**config.mk**
```make
export PLATFORM = sky130hd
export DESIGN_NAME = alu_flags_unit
export DESIGN_NICKNAME = d
export VERILOG_FILES = /design/src/rtl/alu_flags_pkg.sv /design/src/rtl/alu_core.sv /design/src/rtl/alu_flag_reg.sv /design/src/rtl/alu_flags_unit.sv
export SDC_FILE = /design/constraint.sdc
export NUM_CORES = 1
export LEC_CHECK = 0
export BUFFER_PORTS_ARGS = -buffer_cell sky130_fd_sc_hd__buf_2
export CORE_MARGIN = 2
export CORE_UTILIZATION = 40
export DETAILED_ROUTE_END_ITERATION = 6
export HOLD_SLACK_MARGIN = 0.03
export SYNTH_ARGS = -nofsm -noshare
export SYNTH_HDL_FRONTEND = slang
export SYNTH_HIERARCHICAL = 1
export SYNTH_SLANG_ARGS = --single-unit
export TNS_END_PERCENT = 30
```
**constraint.sdc**
```tcl
create_clock -name clk -period 11.4 [get_ports clk]
set_input_delay 0.57 -clock clk [delete_from_list [all_inputs] [get_ports clk]]
set_output_delay 0.57 -clock clk [all_outputs]
set_load 0.1 [all_outputs]
```
**src/rtl/alu_flags_pkg.sv**
```systemverilog
package alu_flags_pkg;

   localparam int FLAG_CNT = 4;
   localparam int FLG_Z    = 0;
   localparam int FLG_N    = 1;
   localparam int FLG_C    = 2;
   localparam int FLG_O    = 3;

   typedef enum logic [3:0] {
      OP_AND = 4'd0,
      OP_OR  = 4'd1,
      OP_SHL = 4'd2,
      OP_SHR = 4'd3,
      OP_ADD = 4'd4,
      OP_SUB = 4'd5,
      OP_XOR = 4'd6,
      OP_NOT = 4'd7,
      OP_ADC = 4'd8,
      OP_SBC = 4'd9,
      OP_ROL = 4'd10,
      OP_ROR = 4'd11
   } alu_op_e;

   localparam logic [FLAG_CNT-1:0] MASK_NONE = 4'b0000;
   localparam logic [FLAG_CNT-1:0] MASK_NZ   = 4'b0011;
   localparam logic [FLAG_CNT-1:0] MASK_CNZ  = 4'b0111;
   localparam logic [FLAG_CNT-1:0] MASK_ALL  = 4'b1111;

   function automatic logic [FLAG_CNT-1:0] op_flag_mask(input logic [3:0] code);
      case (code)
         OP_AND, OP_OR, OP_XOR, OP_NOT, OP_ROL, OP_ROR: op_flag_mask = MASK_NZ;
         OP_SHL, OP_SHR:                                 op_flag_mask = MASK_CNZ;
         OP_ADD, OP_SUB, OP_ADC, OP_SBC:                 op_flag_mask = MASK_ALL;
         default:                                        op_flag_mask = MASK_NONE;
      endcase
   endfunction

endpackage

```
**src/rtl/alu_core.sv**
```systemverilog
module alu_core
   import alu_flags_pkg::*;
#(
   parameter int WIDTH = 16
) (
   input  logic [3:0]       code,
   input  logic [WIDTH-1:0] a,
   input  logic [WIDTH-1:0] b,
   input  logic             ci,
   output logic [WIDTH-1:0] res,
   output logic             co,
   output logic             ov
);
   localparam int MSB = WIDTH - 1;

   logic             is_sub;
   logic             add_ci;
   logic [WIDTH-1:0] b_eff;
   logic [WIDTH:0]   sum;

   // one adder serves all four arithmetic codes; subtract = add of the inverse
   always_comb begin
      is_sub = (code == OP_SUB) || (code == OP_SBC);
      case (code)
         OP_SUB:  add_ci = 1'b1;
         OP_ADC:  add_ci = ci;
         OP_SBC:  add_ci = ~ci;
         default: add_ci = 1'b0;
      endcase
      b_eff = is_sub ? ~b : b;
      sum   = {1'b0, a} + {1'b0, b_eff} + {{WIDTH{1'b0}}, add_ci};
   end

   always_comb begin
      res = '0;
      co  = 1'b0;
      ov  = 1'b0;
      case (code)
         OP_AND: res = a & b;
         OP_OR:  res = a | b;
         OP_XOR: res = a ^ b;
         OP_NOT: res = ~a;
         OP_SHL: begin
            res = {a[MSB-1:0], 1'b0};
            co  = a[MSB];
         end
         OP_SHR: begin
            res = {1'b0, a[MSB:1]};
            co  = a[0];
         end
         OP_ROL: res = {a[MSB-1:0], ci};
         OP_ROR: res = {ci, a[MSB:1]};
         OP_ADD, OP_SUB, OP_ADC, OP_SBC: begin
            res = sum[MSB:0];
            co  = is_sub ? ~sum[WIDTH] : sum[WIDTH];
            ov  = (a[MSB] == b_eff[MSB]) && (sum[MSB] != a[MSB]);
         end
         default: res = '0;
      endcase
   end
endmodule

```
**src/rtl/alu_flag_reg.sv**
```systemverilog
module alu_flag_reg
   import alu_flags_pkg::*;
#(
   parameter int NFLAGS = FLAG_CNT
) (
   input  logic              clk,
   input  logic              rst,
   input  logic              en,
   input  logic [NFLAGS-1:0] mask,
   input  logic [NFLAGS-1:0] calc,
   output logic [NFLAGS-1:0] nxt,
   output logic [NFLAGS-1:0] q
);
   for (genvar i = 0; i < NFLAGS; i++) begin : g_flag
      assign nxt[i] = mask[i] ? calc[i] : q[i];

      always_ff @(posedge clk) begin
         if (rst)     q[i] <= 1'b0;
         else if (en) q[i] <= nxt[i];
      end
   end
endmodule

```
**src/rtl/alu_flags_unit.sv**
```systemverilog
module alu_flags_unit
   import alu_flags_pkg::*;
#(
   parameter int WIDTH = 16
) (
   input  logic             clk,
   input  logic             rst,
   input  logic             upd_en,
   input  logic             imm_add,
   input  logic [3:0]       op,
   input  logic [WIDTH-1:0] opa,
   input  logic [WIDTH-1:0] opb,
   input  logic             cin,
   output logic [WIDTH-1:0] result,
   output logic [3:0]       flags_nxt,
   output logic [3:0]       flags_q
);
   if (WIDTH < 2) begin : g_width_chk
      $error("alu_flags_unit: WIDTH must be at least 2");
   end

   logic [3:0]          eff_op;
   logic [FLAG_CNT-1:0] upd_mask;
   logic [FLAG_CNT-1:0] calc;
   logic                core_co;
   logic                core_ov;

   assign eff_op   = imm_add ? OP_ADD : op;
   assign upd_mask = imm_add ? MASK_NZ : op_flag_mask(op);

   alu_core #(.WIDTH(WIDTH)) u_core (
      .code (eff_op),
      .a    (opa),
      .b    (opb),
      .ci   (cin),
      .res  (result),
      .co   (core_co),
      .ov   (core_ov)
   );

   always_comb begin
      calc        = '0;
      calc[FLG_Z] = (result == '0);
      calc[FLG_N] = result[WIDTH-1];
      calc[FLG_C] = core_co;
      calc[FLG_O] = core_ov;
   end

   alu_flag_reg #(.NFLAGS(FLAG_CNT)) u_flags (
      .clk  (clk),
      .rst  (rst),
      .en   (upd_en),
      .mask (upd_mask),
      .calc (calc),
      .nxt  (flags_nxt),
      .q    (flags_q)
   );
endmodule

```
==> results.cfg <==
[clock_tree]
cts_tree = done
cts_hold_buf = 0
clock-sinks = 4
insertion_delay_ns = 0.22
clock_path_buffers = 2
cts.repair.resized = 0
htree_levels = 1
clkTransAtPathRegs_ns = 0.03
cts_setup_buffers = 0
cts_buffers = 3
cts_root_buf = clkbuf_8

[cells_and_area]
drive_gt1_share_pct = 22.4
multi_input_area_sq_mm = 0.00243
ff_latch_area_sq_um = 80.1
diodes = 0
area_growth_pct = 14.7
top_register = u_flags/q
largest_reg_flops = 4
fillers = 721
final_util_pct = 46.8
top_regs = u_flags/q (4)
final_nets = 515
finalInstanceArea_sq_mm = 0.00315
layout.cells.non_filler = 500

[synth]
ys_ff_latch = 4
synthCells = 368
synth_edf_count = 0
syn_avg_cell_area_sq_um = 7.45
synth_top_area_cell = ha_1
synth_top_area_share_pct = 22.8
synth_area_leaders = ha_1 23%, xnor2_1 7.7%, inv_1 5.6%
synth_flop_cell = dfxtp_1
ys_async_sr_fraction_pct = 0
yosysUniqueCellTypes = 63
synth-warning-count = 6
ys_seq_area_share_pct = 2.92
syn_nets = 461
syn_area_sq_mm = 0.00274

[placed_design]
io_buffers = 64
gp_congestion = 0.957
place_ws_ns = 4.95
dp_cells = 497
dp_hpwl_microns = 6550
dpl_cell_area_sq_mm = 0.00310

[power_and_ir_drop]
ir_drop_uv = 44.5
p_total_uw = 325
leakage_nw = 1.49
power_density_mw_per_mm2 = 103

[detailed_routing]
drt_iter0_drc = 189
routed_wl_microns = 8510
first_pass_iters = 5
vias_per_cell = 5.98
final_antenna_net_count = 0
remaining_drc_errors = 0
dr_total_vias = 2990
wl_per_cell_microns = 17.0

[setup_path]
start_kind = input port
required_ns = 10.83
end_kind = output port
crit_type = input port to output port
worstReg2RegStart = u_flags/q[1]$_SDFFE_PP0P_
crit_arrival_ns = 5.94
cp_max_fo = 17
crit_start = imm_add

[global_route]
grt_usage_pct = 22.3
antenna_found_initial = 0
grt_pass1_wl_microns = 13700
grt_use_met1_pct = 31.4
use_met2_pct = 36.4
grt_max_degree = 47
grt_busiest_layer = met2
use_met3_pct = 1.33
overflow = 0
grt_pass1_vias = 2750

[timing]
slew_violations = 0
rsz0062_at_grt = false
skew_ns = 0
min_period_ns = 6.51
final_hold_viol_count = 0
whs_ns = 0.569
fin_ws_ns = 4.89
fin_crit_sh_pct = 57.1
tightest_slew_ns = 0.866
finalSetupViolCount = 0
fmax_mhz = 154
slew_headroom_pct = 42.0
setup_tns_ns = 0

[job]
cap_viol_max_count = 0

[worst_hold_path]
hp-class = input port to register
hp-start = rst

[die]
dieArea_sq_mm = 0.00753
die_h_microns = 86.8
die_x_microns = 86.8
num_io_pins = 65
core.rowCount = 30
coreArea_sq_mm = 0.00672
initial_utilization_pct = 40.8

[status]
status = complete, no violations
cell families after synthesis:
kind of cell / Yosys count / synth area share [%]
flip-flops: 4 / 2.92
adder cells (fa/ha/maj): 52 / 24.3
AND/OR/NAND/NOR: 91 / 16.5
multiplexers: 16 / 6.21
buffers and inverters: 58 / 8.53
XOR/XNOR: 29 / 9.27
AO/OA/AOI/OAI: 118 / 32.3
worst max-delay path: stages:
cell      delay [ns]
buf_2           0.14
nor2b_1         0.61
nand2b_1        0.21
a21oi_2         0.35
nand2_2         0.42
xnor2_1         0.27
fa_1            0.43
fa_1            0.44
a21o_1          0.19
a311oi_1        0.47
nor3b_1         0.14
o221ai_2        0.25
xor2_1          0.18
o221ai_1        0.15
nor4_1          0.26
and4_1          0.27
mux2_2          0.16
buf_2           0.41
routing by layer:
metal / routed length, microns / vias to the layer above
li1: - / 1456
met1: 3830 / 1410
met2: 3920 / 107
met3: 512 / 17
met4: 235 / 0
met5: 0 / -
placed cells by master (no fill, tap or decap), types with 7 or more instances in the layout:
cell type,instances
xnor2_1,24
o21ai_0,9
nor4_1,7
o221ai_1,10
mux2i_1,8
a21oi_1,30
a221oi_1,7
inv_1,41
nor2_1,24
o211ai_1,7
mux2_2,8
buf_2,64
ha_1,50
nand2_1,22
synthesized netlist by cell type, types with 4 or more instances:
cell type,count
mux2i_1,8
mux2_2,8
buf_2,7
nand2_1,22
a21o_1,6
a211oi_1,5
nor2_1,24
nor4_1,7
a21bo_1,4
ha_1,50
o221ai_1,10
nand3_1,6
a221oi_1,7
dfxtp_1,4
xnor2_1,24
nor3_1,5
o21ai_0,9
nand2b_1,5
inv_1,41
o211ai_1,7
a22oi_1,6
nor2b_1,5
clkbuf_1,8
xor2_1,5
a21oi_1,30
power breakdown:
group	total, mW	internal, mW	switching, mW
registers	0.0150	0.0146	0.000363
logic	0.280	0.0745	0.205
clock network	0.0300	0.0225	0.00752
total	0.325	0.112	0.213
path summary, 6_finish.rpt:
kind | depth (start not counted) | to | slack [ns]
max | 18 | flags_nxt[0] | 4.89
min | 2 | u_flags/q[1]$_SDFFE_PP0P_ | 0.57
min reg2reg | 2 | u_flags/q[3]$_SDFFE_PP0P_ | 0.58
max reg2reg | 2 | u_flags/q[1]$_SDFFE_PP0P_ | 10.66
final cells by class:
type	count	area share (%)
multi-input combinational	306	77.4
timing repair buffer	66	10.7
inverter	41	4.89
tap	80	3.18
sequential	4	2.55
clock buffer	3	1.31
Note: power is estimated with default switching activity, not from simulation.
